[config.mk]
export PLATFORM = sky130hd
export DESIGN_NAME = age_repl_dir
export DESIGN_NICKNAME = d
export VERILOG_FILES = /design/src/rtl/age_repl_dir.sv
export SDC_FILE = /design/constraint.sdc
export NUM_CORES = 1
export LEC_CHECK = 0
export BUFFER_PORTS_ARGS = -buffer_cell sky130_fd_sc_hd__clkbuf_2
export CORE_MARGIN = 2
export CORE_UTILIZATION = 55
export DETAILED_ROUTE_END_ITERATION = 10
export GPL_TIMING_DRIVEN = 0
export MAX_ROUTING_LAYER = met4
export PLACE_DENSITY = 0.74
export SLEW_MARGIN = 20
export SYNTH_ARGS = -nofsm -noshare
export SYNTH_HDL_FRONTEND = slang
export SYNTH_SLANG_ARGS = --single-unit
[constraint.sdc]
create_clock -name clk -period 19.95 [get_ports clk]
set_input_delay 1.995 -clock clk [delete_from_list [all_inputs] [get_ports clk]]
set_output_delay 1.995 -clock clk [all_outputs]
set_load 0.01 [all_outputs]
[src/rtl/age_repl_dir.sv]
module age_repl_dir #(
  parameter int ENTRIES = 8,
  parameter int TAG_W   = 16,
  parameter int AGE_W   = 3,
  parameter int DIV_W   = 8,
  parameter int IDX_W   = $clog2(ENTRIES)
) (
  input  logic             clk,
  input  logic             rst,
  input  logic [DIV_W-1:0] tick_interval,
  input  logic             req_valid,
  input  logic             req_write,
  input  logic [TAG_W-1:0] req_tag,
  output logic             rsp_valid,
  output logic             rsp_hit,
  output logic [IDX_W-1:0] rsp_index,
  output logic             wb_valid,
  output logic [TAG_W-1:0] wb_tag
);
  localparam logic [AGE_W-1:0] AGE_MAX = '1;

  logic [ENTRIES-1:0][TAG_W-1:0] tag_q;
  logic [ENTRIES-1:0][AGE_W-1:0] age_q;
  logic [ENTRIES-1:0]            vld_q, dty_q, hit_vec;
  logic [DIV_W-1:0]              div_q;
  logic                          tick, hit_any, evict_dirty;
  logic [IDX_W-1:0]              hit_idx, vic_idx, sel_idx;

  assign tick = div_q >= tick_interval;

  always_ff @(posedge clk) begin
    if (rst)       div_q <= '0;
    else if (tick) div_q <= '0;
    else           div_q <= div_q + 1'b1;
  end

  for (genvar g = 0; g < ENTRIES; g++) begin : g_cmp
    assign hit_vec[g] = vld_q[g] && (tag_q[g] == req_tag);
  end

  assign hit_any = |hit_vec;

  always_comb begin
    hit_idx = '0;
    for (int i = 0; i < ENTRIES; i++)
      if (hit_vec[i]) hit_idx = IDX_W'(i);
  end

  always_comb begin
    logic             found;
    logic [AGE_W-1:0] best;
    found   = 1'b0;
    vic_idx = '0;
    best    = age_q[0];
    for (int i = 0; i < ENTRIES; i++)
      if (!vld_q[i] && !found) begin
        vic_idx = IDX_W'(i);
        found   = 1'b1;
      end
    if (!found)
      for (int i = 1; i < ENTRIES; i++)
        if (age_q[i] > best) begin
          best    = age_q[i];
          vic_idx = IDX_W'(i);
        end
  end

  assign sel_idx     = hit_any ? hit_idx : vic_idx;
  assign evict_dirty = !hit_any && vld_q[vic_idx] && dty_q[vic_idx];

  always_ff @(posedge clk) begin
    if (rst) begin
      vld_q <= '0;
      dty_q <= '0;
      age_q <= '0;
    end else begin
      for (int i = 0; i < ENTRIES; i++) begin
        if (req_valid && sel_idx == IDX_W'(i)) begin
          age_q[i] <= '0;
          if (!hit_any) begin
            vld_q[i] <= 1'b1;
            tag_q[i] <= req_tag;
            dty_q[i] <= req_write;
          end else if (req_write) begin
            dty_q[i] <= 1'b1;
          end
        end else if (tick && age_q[i] != AGE_MAX) begin
          age_q[i] <= age_q[i] + 1'b1;
        end
      end
    end
  end

  always_ff @(posedge clk) begin
    if (rst) begin
      rsp_valid <= 1'b0;
      rsp_hit   <= 1'b0;
      rsp_index <= '0;
      wb_valid  <= 1'b0;
      wb_tag    <= '0;
    end else begin
      rsp_valid <= req_valid;
      wb_valid  <= req_valid && evict_dirty;
      if (req_valid) begin
        rsp_hit   <= hit_any;
        rsp_index <= sel_idx;
        wb_tag    <= tag_q[vic_idx];
      end
    end
  end
endmodule


After elaboration in Yosys (flattened, before gate mapping)
Index checks and enable logic that the tools add are counted.
{"block": "totals", "input_bits": 28, "regBits": 198, "out_inout_bits": 22}
{"block": "op_classes", "muxes": 51, "add_sub_neg": 9, "reduce_logical": 83, "bitwise_logic": 2, "magnitude_cmp": 9, "n_eq_ne": 24}
{"operator": "== test 16 bit", "count": 8}
{"operator": "2-to-1 mux 3 bit", "count": 33}
{"operator": "binary-select mux 16 bit (select 3 bit)", "count": 1}
{"operator": "logical AND 1 bit", "count": 34}
{"operator": "AND reduction 2 bit", "count": 16}
{"operator": "adder 3 x 1 -> 3 bit, second input constant", "count": 8}
{"operator": "inequality test 3 bit, second input constant", "count": 8}
{"operator": "AND reduction 3 bit", "count": 8}
{"operator": "greater-than comparator 3 bit", "count": 7}
{"operator": "OR reduction 2 bit", "count": 9}
{"operator": "2-to-1 mux 16 bit", "count": 1}
{"operator": "zero test 1 bit", "count": 14}
{"operator": "2-to-1 mux 1 bit", "count": 14}
{"operator": "== test 3 bit, second input constant", "count": 4}
{"operator": "adder 8 x 1 -> 8 bit, second input constant", "count": 1}
{"operator": ">= comparator 8 bit", "count": 1}
{"operator": "OR reduction 8 bit", "count": 1}
{"operator": "binary-select mux 1 bit (select 3 bit)", "count": 2}
{"operator": "== test 3 x 2 -> 1 bit, second input constant", "count": 2}
{"operator": "< comparator 3 x 4 -> 1 bit, second input constant", "count": 1}
{"operator": "== test 3 x 1 -> 1 bit, second input constant", "count": 1}
{"operator": "zero test 3 bit", "count": 1}
{"operator": "inequality test 2 bit, second input constant", "count": 1}
{"operator": "NOT 1 bit", "count": 2}

Logic depth before layout (Yosys ltp)
Gate-level depths: netlist of run 1.
{"block": "logic_depth", "ltp_word": 45, "depth_mapped": 47, "mapped_depth_nobuf": 46}

Worst setup path before layout of run 1
No wires, ideal clock.
{"block": "synth_path", "path_type": "reg2reg", "startpoint": "register age_q[1] (netlist bit)", "endpoint": "register tag_q[80] (netlist bit), enable pin", "t_arrival_ns": 9.515, "setup_time_ns": 0.388, "slack_ns": 10.047, "period_less_slack_ns": 9.903, "path_stages_with_launch": 41, "path_buffers": 1, "cell_sequence": "dfxtp_1 -> inv_1 -> ha_1 -> nor2b_1 -> o21ai_1 -> a32oi_1 -> mux2i_1 -> ha_1 -> nor2b_1 -> o21ai_0 -> a32o_1 -> mux2_2 -> ha_1 -> and3_1 -> a21oi_1 -> mux2i_1 -> ha_1 -> nor2b_1 -> [... 5 more ...] -> o21ai_0 -> a32oi_1 -> mux2_2 -> ha_1 -> nor2b_1 -> o21ai_1 -> a32oi_1 -> mux2_2 -> ha_1 -> and4_1 -> a31oi_1 -> nor2_1 -> a21oi_1 -> nand2_1 -> o211ai_1 -> clkbuf_1 -> nand2_1 -> nor2_1"}
{"block": "synth_via", "elab_chain_len": 25}
{"item": "start: declaration", "line": "23", "source": "logic [ENTRIES-1:0][AGE_W-1:0] age_q;"}
{"item": "start signal: indexed assignment", "line": "88", "source": "age_q[i] <= age_q[i] + 1'b1;"}
{"item": "greater-than comparator 3 bit", "line": "62", "source": "if (age_q[i] > best) begin"}
{"item": "2-to-1 mux 3 bit", "line": "62"}
{"item": "2-to-1 mux 3 bit", "line": "60", "source": "if (!found)"}
{"item": "greater-than comparator 3 bit", "line": "62"}
{"item": "2-to-1 mux 3 bit", "line": "62"}
{"item": "2-to-1 mux 3 bit", "line": "60"}
{"item": "greater-than comparator 3 bit", "line": "62"}
{"item": "2-to-1 mux 3 bit", "line": "62"}
{"item": "[... 9 more ...]"}
{"item": "2-to-1 mux 3 bit", "line": "60"}
{"item": "greater-than comparator 3 bit", "line": "62"}
{"item": "2-to-1 mux 3 bit (*)", "line": "62"}
{"item": "2-to-1 mux 3 bit (*)", "line": "60"}
{"item": "2-to-1 mux 3 bit (*)", "line": "68", "source": "assign sel_idx = hit_any ? hit_idx : vic_idx;"}
{"item": "== test 3 bit (*)", "line": "78", "source": "if (req_valid && sel_idx == IDX_W'(i)) begin"}
{"item": "logical AND 1 bit (*)", "line": "78"}
{"item": "AND reduction 3 bit (no source line) (*)"}
{"item": "end signal: indexed assignment", "line": "82", "source": "tag_q[i] <= req_tag;"}
{"item": "end: declaration", "line": "22", "source": "logic [ENTRIES-1:0][TAG_W-1:0] tag_q;"}
Mark *: on every way between the ends. The rest lies on a longest branch, timed or not. The select of a mux whose other input is x is not followed.
A chain may end at the register's enable or synchronous reset.

Worst setup path after layout of run 1
{"block": "layout_path", "startpoint": "register age_q[1] (netlist bit)", "endpoint": "register tag_q[63] (netlist bit), enable pin"}
{"block": "layout_via", "elab_chain_len": 25}
{"item": "greater-than comparator 3 bit", "line": "62"}
{"item": "2-to-1 mux 3 bit", "line": "62"}
{"item": "2-to-1 mux 3 bit", "line": "60"}
{"item": "greater-than comparator 3 bit", "line": "62"}
{"item": "2-to-1 mux 3 bit", "line": "62"}
{"item": "2-to-1 mux 3 bit", "line": "60"}
{"item": "greater-than comparator 3 bit", "line": "62"}
{"item": "2-to-1 mux 3 bit", "line": "62"}
{"item": "[... 9 more ...]"}
{"item": "2-to-1 mux 3 bit", "line": "60"}
{"item": "greater-than comparator 3 bit", "line": "62"}
{"item": "2-to-1 mux 3 bit (*)", "line": "62"}
{"item": "2-to-1 mux 3 bit (*)", "line": "60"}
{"item": "2-to-1 mux 3 bit (*)", "line": "68"}
{"item": "== test 3 x 2 -> 1 bit (*)", "line": "78"}
{"item": "logical AND 1 bit (*)", "line": "78"}
{"item": "AND reduction 3 bit (no source line) (*)"}
Marked as above.

==> results of run 1 <==
==> cells in the final DEF (no fill, tap or decap), drive strengths merged, types with 5 or more instances in the layout <==
master and instances:
clkbuf 86, o21ai 32, nand4 7, a21oi 20
a21o 11, mux2 7, nor2 83, o211ai 20
mux2i 55, o21ba 5, inv 35, nand2b 9
buf 28, ha 46, nand3 21, and3 23
dfxtp 70, xnor2 32, nor2b 10, nand2 28
a22oi 16, a221oi 16, o22ai 5, nor4 26
nor3 38, xor2 110, edfxtp 128, clkinv 6
==> cell families after synthesis <==
| kind of cell | after synthesis | synth area share [%] |
|---|---|---|
| buffers and inverters | 73 | 3.200 |
| muxes | 62 | 5.983 |
| DFF | 198 | 49.86 |
| AOI/OAI and AO/OA | 153 | 10.55 |
| and+or+nand+nor | 269 | 13.11 |
| adders and majority gates | 46 | 5.472 |
| xor gates and xnor gates | 142 | 11.82 |
==> area by class of cell <==
cell class	instances	share of cell area [%]
well taps	234	2.492
repair buffers	53	2.599
clock inverters	14	1.267
clock buffers	18	3.653
inverters	30	0.9586
multi-input cells	672	42.48
plain buffers	43	1.906
flip-flops and latches	198	44.65
==> path summary, 6_finish.rpt <==
check        startpoint        end  slack [ns]  cells after the start
max            age_q[1]  tag_q[63]        8.10                     43
min            div_q[0]   div_q[0]        0.48                      1
min reg2reg    div_q[0]   div_q[0]        0.48                      1
max reg2reg    age_q[1]  tag_q[63]        8.10                     43
==> worst max-delay path: cells and delay by family, from the launching register on <==
| family | cells | cell delay [ns] |
|---|---|---|
| compound gates | 15 | 4.13 |
| mux | 5 | 1.82 |
| simple gates | 12 | 2.51 |
| buf+inv | 4 | 0.84 |
| flops | 1 | 0.37 |
| fa+ha+maj | 7 | 1.86 |
==> through the flow <==
step / worst slack [ns] / hold WS, ns
2_1_floorplan: 10.05 / 0.4375
3_3_place_gp: 7.604 / 0.4588
3_5_place_dp: 8.205 / 0.4630
4_1_cts: 8.168 / 0.4796
5_1_grt: 7.128 / 0.5063
6_report: 8.103 / 0.4767
==> per-layer routing <==
metal / up-vias / wire, um
li1: 3623 / -
met1: 3768 / 11730
met2: 371 / 13400
met3: 102 / 2111
met4: 0 / 1579
met5: - / 0
==> power by group <==
| part | total (mW) | switching (mW) | internal [mW] |
|---|---|---|---|
| logic | 0.0890 | 0.0580 | 0.0310 |
| registers | 0.448 | 0.00465 | 0.443 |
| clock network | 0.339 | 0.162 | 0.177 |
| total | 0.876 | 0.225 | 0.651 |
==> registers in the layout (all words and copies together) (netlist names) <==
| signal | cells |
|---|---|
| tag_q | 128 |
| age_q | 24 |
| wb_tag | 16 |
| div_q | 8 |
| dty_q | 8 |
| vld_q | 8 |
| rsp_index | 3 |
| rsp_hit | 1 |
| rsp_valid | 1 |
| wb_valid | 1 |
==> flow_summary.ini, run 1 <==
[status]
outcome = completed

[logic_synthesis]
synth.net_count = 1017
yosysMostFrequentCell = edfxtp_1
synth.area.top_cells = edfxtp_1 37%, dfxtp_1 13%, xor2_1 9.2%
synth_seq_cells = 198
synth_commonest_cells = 128 x edfxtp_1, 110 x xor2_1, 82 x nor2_1, 70 x dfxtp_1, 55 x mux2i_1
synth_top_area_cell = edfxtp_1
syn_area_um2 = 10520
yosysWarnings = 0
synth-edff-count = 128
synthArstFlopShare_pct = 0
seq_area_frac_synth_pct = 49.86
ys_types = 67
ys.flop_type = edfxtp_1
yosysTopAreaCellShare_pct = 36.54
synth_cells = 943
avgSynthCellArea_um2 = 11.15

[worst_hold_path]
min_path_type = reg -> reg

[die]
fp-row-count = 50
fp.dieW_um = 142.3
dieArea_um2 = 20250
start_util_pct = 56.23
chipHeight_um = 142.3
core_area_um2 = 18710
io_pins = 50

[power]
p_total_mw = 0.8755
max-vdd-ir-drop_mv = 0.05828
p_leak_nw = 4.435
power.density_nw_per_um2 = 74.53

[grt]
grt_pass1_wl_um = 43550
grt_pass1_vias = 7692
use_met1_pct = 36.70
grt_max_degree = 20
track_usage_pct = 30.07
grt_antenna_before_repair = 0
grt_overflow = 0
met2_usage_pct = 47.34
top_usage_layer = met2
use_met3_pct = 5.821

[sta]
worst_pin_slew_ns = 0.9391
fin_tns_setup_ns = 0
slew_violations = 0
final.period_utilization_pct = 59.38
fin_crit_ns = 11.85
worst_clock_skew_ns = 0.02244
max_freq_ghz = 0.08441
rsz0062_at_grt = false
finalSetupViolations = 0
slew_headroom_pct = 37.39
hold_viol_final = 0

[finish]
regArea_um2 = 5245
post_layout_nonfiller_instances = 1262
final_area_um2 = 11750
drive_gt1_share_pct = 13.62
finalNetCount = 1089
syn_to_final_growth_pct = 11.68
multi_input_area_um2 = 4990
fill_cells = 1495
postLayoutCoreUtil_pct = 62.80
n_antenna_cell = 0

[clock_tree]
htreeDepth = 4
cts_buffers = 17
root_buffer = clkbuf_16
clockBufferDepth = 2
clkSinkCount = 198
cts_tree = yes
postCtsSetupRepairBufs = 0
clock_latency_ns = 0.45
ctsHoldBuffers = 0
ctsResizeCount = 0
cts.clk_slew.worst_paths_ns = 0.07

[place]
hpwl_um = 20570
placed_area_um2 = 11170
dp.cells = 1230
portBuffers = 49
gp_congestion = 0.9845

[detailed_routing]
viasPerCell = 6.231
drc_errors = 0
vias = 7864
firstDrtPassIters = 5
antenna_left = 0
wirelength_um = 28830
avgRoutedWirePerCell_um = 22.84
first_iter_violations = 1050

[critical_path]
cp_max_fo = 10
cp_slowest_cell = nor2_2
critPathKind = reg -> reg
crit_top_cell = ha_1
cp_slowest_stage_delay_ns = 0.60
startpoint_type = register
crit_required_ns = 20.10
worst_ep_arrival_time_ns = 12.00
cp-end-kind = register

[flow_run]
maxCapViolCount = 0
(Power assumes the default switching activity.)
==> inputs of run 2 (changes only) <==
clock period = 12.28 ns   (was 19.95 ns; I/O delays follow)
==> run 2 against run 1 <==
Net effect:
- core utilization is 0.26 points higher
- critical endpoint is now tag_q[31]
- worst hold slack hardly changed
- register-to-register slack worse by 7.1 ns
- clock-buffer cell count stayed put
==> flow_summary.ini, run 2 (synthesized netlist as in run 1, its figures left out) <==
[finish]
n_antenna_cell = 0
most-common-layout-cells = 128 x edfxtp_1, 110 x xor2_1, 74 x nor2_1
syn_to_final_growth_pct = 12.14
multi_input_area_um2 = 5015
regArea_um2 = 5245
finalNetCount = 1092
largest-register = tag_q
final_common_cell = edfxtp_1
drive_gt1_share_pct = 14.16
post_layout_nonfiller_instances = 1265
fill_cells = 1490
largest_register_ffs = 128
reg_top3 = tag_q x128, age_q x24, wb_tag x16

[sta]
worst_pin_slew_ns = 0.9334
rsz0062_at_grt = false
final.period_utilization_pct = 92.03
finalSetupViolations = 0
worst_clock_skew_ns = 0.01938
fin_tns_setup_ns = 0
slew_headroom_pct = 37.77
hold_viol_final = 0
slew_violations = 0
fin_crit_ns = 11.30
max_freq_ghz = 0.08849

[place]
dp.cells = 1230
portBuffers = 49
gp_congestion = 0.9845
hpwl_um = 20570

[critical_path]
cp_max_fo = 16
cp_slowest_stage_delay_ns = 0.63
crit_required_ns = 12.35
crit_top_cell = ha_1
cp_slowest_cell = nor2_4
worst_ep_arrival_time_ns = 11.37
critPathTopFamily = compound AO/OA/AOI/OAI gates
startpoint_type = register
cp-end-kind = register
critPathKind = reg -> reg
critPathBufInv = 3

[detailed_routing]
firstDrtPassIters = 5
viasPerCell = 6.221
drc_errors = 0
antenna_left = 0
vias = 7869
first_iter_violations = 1006
wirelength_um = 28920
avgRoutedWirePerCell_um = 22.86

[status]
outcome = completed

[clock_tree]
htreeDepth = 4
clockBufferDepth = 2
ctsHoldBuffers = 0
cts.clk_slew.worst_paths_ns = 0.07
clock_latency_ns = 0.45
cts_buffers = 17
clkSinkCount = 198
cts_tree = yes
root_buffer = clkbuf_16

[die]
io_pins = 50
fp-row-count = 50
start_util_pct = 56.23
core_area_um2 = 18710
dieArea_um2 = 20250
chipHeight_um = 142.3
fp.dieW_um = 142.3

[worst_hold_path]
min_path_type = reg -> reg

[power]
clockPowerShare_pct = 38.6
power.density_nw_per_um2 = 120.6
p_switching_mw = 0.3650
max-vdd-ir-drop_mv = 0.09512
switching_share_pct = 25.65
p_leak_nw = 4.455
intPower_mw = 1.058
combPwrFrac_pct = 10.2
pwr-share-seq_pct = 51.1

[grt]
grt_pass1_wl_um = 43550
grt_overflow = 0
track_usage_pct = 30.07
grt_pass1_vias = 7692
grt_antenna_before_repair = 0
grt_max_degree = 20

[flow_run]
maxCapViolCount = 0
==> run 2: changes by cell type in the layout (fill, tap and decap cells not counted), moves of 2 or more <==
cell,change
a32oi_1,-2
nor2_2,-2
buf_4,+3
nor2_4,+2
a32oi_2,+2
==> run 2: worst register-to-register path, delay by kind of cell (launching register included) <==
family	cells	cell delay [ns]
compound gates	16	4.21
mux	4	1.40
flops	1	0.37
buf+inv	3	0.43
fa+ha+maj	7	2.00
simple gates	12	2.50
==> run 2: final timing paths <==
path / start / to / slack (ns) / cells past startpoint
max: age_q[1] / tag_q[31] / 0.98 / 42
min: div_q[0] / div_q[0] / 0.48 / 1
max reg2reg: age_q[1] / tag_q[31] / 0.98 / 42
min reg2reg: div_q[0] / div_q[0] / 0.48 / 1
==> run 2: through the flow <==
| step | util, % | hold WS [ns] | setup WS [ns] | power, mW | area, um^2 |
|---|---|---|---|---|---|
| 6_report | 63.06 | 0.4765 | 0.9793 | 1.423 | 11800 |
| 5_1_grt | 63.06 | 0.5063 | 0.09126 | 1.467 | 11800 |
| 4_1_cts | 62.80 | 0.4796 | 0.4981 | 1.424 | 11750 |
| 3_5_place_dp | 59.71 | 0.4630 | 0.5347 | 0.8842 | 11170 |
| 3_3_place_gp | 59.11 | 0.4588 | -0.06576 | 0.8810 | 11060 |
| 2_1_floorplan | - | 0.4375 | 2.377 | 0.8301 | 10520 |
==> run 2: area by class of cell <==
| type | count | area share, % |
|---|---|---|
| clock inverters | 14 | 1.262 |
| flip-flops and latches | 198 | 44.46 |
| multi-input cells | 672 | 42.51 |
| clock buffers | 18 | 3.638 |
| plain buffers | 43 | 1.909 |
| inverters | 30 | 0.9546 |
| repair buffers | 56 | 2.779 |
| well taps | 234 | 2.482 |
==> run 2: per-layer routing <==
| metal | routed length [um] | GRT usage [%] | up-vias |
|---|---|---|---|
| met5 | 0 | - | - |
| met4 | 1636 | 16.52 | 0 |
| met3 | 2202 | 5.821 | 117 |
| met2 | 13370 | 47.34 | 401 |
| met1 | 11710 | 36.70 | 3724 |
| li1 | - | - | 3627 |
==> run 2: power groups by stage <==
stage	clock, mW	combinational (mW)	sequential (mW)
after floorplan	0	0.0862	0.744
after global placement	0	0.139	0.742
after detailed placement	0	0.142	0.743
after CTS	0.554	0.143	0.728
after global routing	0.582	0.156	0.729
final	0.550	0.146	0.728
==> run 2: timing repair <==
item,in CTS,in global routing
buffers inserted,0,3
setup endpoints to repair,0,98
gates resized for setup,0,6
==> inputs of run 3 (changes only) <==
REMOVE_ABC_BUFFERS = 1   (was not set)
SKIP_CTS_REPAIR_TIMING = 1   (was not set)
clock period = 14.7 ns   (was 12.28 ns; I/O delays follow)
==> run 3 against run 2 <==
Net effect:
- die area unchanged
- worst setup slack better by 2.0 ns
- sequential share of layout area rose by 0.22 points
- via count is 3.6% lower
- cell count decreased by 2.8%
- global-route usage is 2.1 points lower
- critical path depth is the same
==> flow_summary.ini, run 3 (synthesized netlist as in run 1, its figures left out) <==
[sta]
hold_viol_final = 0
fin_tns_setup_ns = 0
worst_clock_skew_ns = 0.01835
slew_headroom_pct = 27.80
slew_violations = 0
finalSetupViolations = 0
rsz0062_at_grt = false
fin_crit_ns = 11.76
setup_ws_ns = 2.943
final.period_utilization_pct = 79.98
worst_pin_slew_ns = 1.083
max_freq_ghz = 0.08506

[detailed_routing]
highest_layer = met4
wl_met1_um = 11170
wirelength_um = 26410
avgRoutedWirePerCell_um = 21.47
antenna_left = 0
firstDrtPassIters = 5
first_iter_violations = 752
dr_wl_met2_um = 12430
drc_errors = 0
met3_length_um = 1559
viasPerCell = 6.165
vias = 7583

[critical_path]
crit_required_ns = 14.86
cp_slowest_stage_delay_ns = 0.57
cp_max_fo = 35
startpoint_type = register
crit_top_cell = ha_1
critPathKind = reg -> reg
worst_ep_arrival_time_ns = 11.92
cp_slowest_cell = nor2_2
critPathBufInv = 3
cp-end-kind = register
critPathTopFamily = compound AO/OA/AOI/OAI gates

[place]
gp_congestion = 0.9270
placed_area_um2 = 11090
hpwl_um = 18050
pre_cts_slack_ns = 3.136
portBuffers = 49

[clock_tree]
clock_latency_ns = 0.45
cts.clk_slew.worst_paths_ns = 0.08
root_buffer = clkbuf_16
cts_buffers = 17
clkSinkCount = 198
cts_tree = yes
htreeDepth = 4
clockBufferDepth = 2

[power]
power.density_nw_per_um2 = 105.5
p_leak_nw = 4.415
max-vdd-ir-drop_mv = 0.08951

[die]
fp.dieW_um = 142.3
core_area_um2 = 18710
start_util_pct = 56.23
dieArea_um2 = 20250
fp-row-count = 50
io_pins = 50
chipHeight_um = 142.3

[grt]
track_usage_pct = 28.02
grt_max_degree = 60
grt_pass1_vias = 7417
grt_pass1_wl_um = 41290
grt_antenna_before_repair = 0
grt_overflow = 0

[finish]
syn_to_final_growth_pct = 11.59
finalNetCount = 1057
final_area_um2 = 11740
reg_top3 = tag_q x128, age_q x24, wb_tag x16
n_antenna_cell = 0
largest_register_ffs = 128
final_common_cell = edfxtp_1
most-common-layout-cells = 128 x edfxtp_1, 110 x xor2_1, 73 x nor2_1
drive_gt1_share_pct = 13.65
largest-register = tag_q

[flow_run]
maxCapViolCount = 0

[status]
outcome = completed

[worst_hold_path]
min_path_type = reg -> reg
[run 3: cell count changes in the layout (fill, tap and decap cells not counted), moves of 2 or more]
cell | previous run | this run
bufinv_16 | 1 | 3
nor2_4 | 6 | 1
nor2_2 | 3 | 9
clkinv_1 | 2 | 0
a32oi_2 | 2 | 0
buf_2 | 17 | 0
clkbuf_1 | 19 | 0
inv_8 | 4 | 7
a32oi_1 | 1 | 3
clkinv_4 | 3 | 1
clkbuf_2 | 50 | 48
[run 3: area by class of cell]
type                       instances  area, um^2
fill                            1489        6968
sequential                       198        5245
multi-input combinational        672        5002
timing repair buffer              64       432.9
clock buffer                      17       425.4
tap                              234       292.8
clock inverter                    15       226.5
inverter                          30       112.6
[run 3: through the flow]
stage	hold WS [ns]	instances	power (mW)	util, %
floorplan	0.4375	900	0.6819	-
global placement	0.4612	1183	0.7276	57.91
detailed placement	0.4682	1198	0.7315	59.26
CTS	0.4847	1230	1.241	62.75
global route	0.5116	1230	1.275	62.75
finish	0.4805	1230	1.238	62.75
[run 3: power breakdown]
| part | leakage, nW | total [mW] | internal, mW | switching [mW] |
|---|---|---|---|---|
| Combinational | 2.37 | 0.112 | 0.0404 | 0.0714 |
| Clock | 0.317 | 0.517 | 0.280 | 0.237 |
| Sequential | 1.73 | 0.609 | 0.601 | 0.00789 |
| Total | 4.42 | 1.24 | 0.922 | 0.316 |
[run 3: routing by layer]
| metal | vias to the layer above | global-route usage [%] |
|---|---|---|
| met5 | - | - |
| met4 | 0 | 13.13 |
| met3 | 87 | 4.677 |
| met2 | 277 | 44.62 |
| met1 | 3657 | 35.21 |
| li1 | 3562 | - |
[run 3: final timing paths]
kind	slack, ns	from	cells past startpoint	to
hold reg to reg	0.48	dty_q[1]	2	dty_q[1]
setup reg to reg	2.94	age_q[1]	42	tag_q[95]
setup / recovery	2.94	age_q[1]	42	tag_q[95]
hold / removal	0.48	dty_q[1]	2	dty_q[1]
[run 3: tightest hold or removal path: stages, from the launching register on]
cell and delay [ns]:
dfxtp_1 0.32, o21ai_0 0.06, a21oi_1 0.06
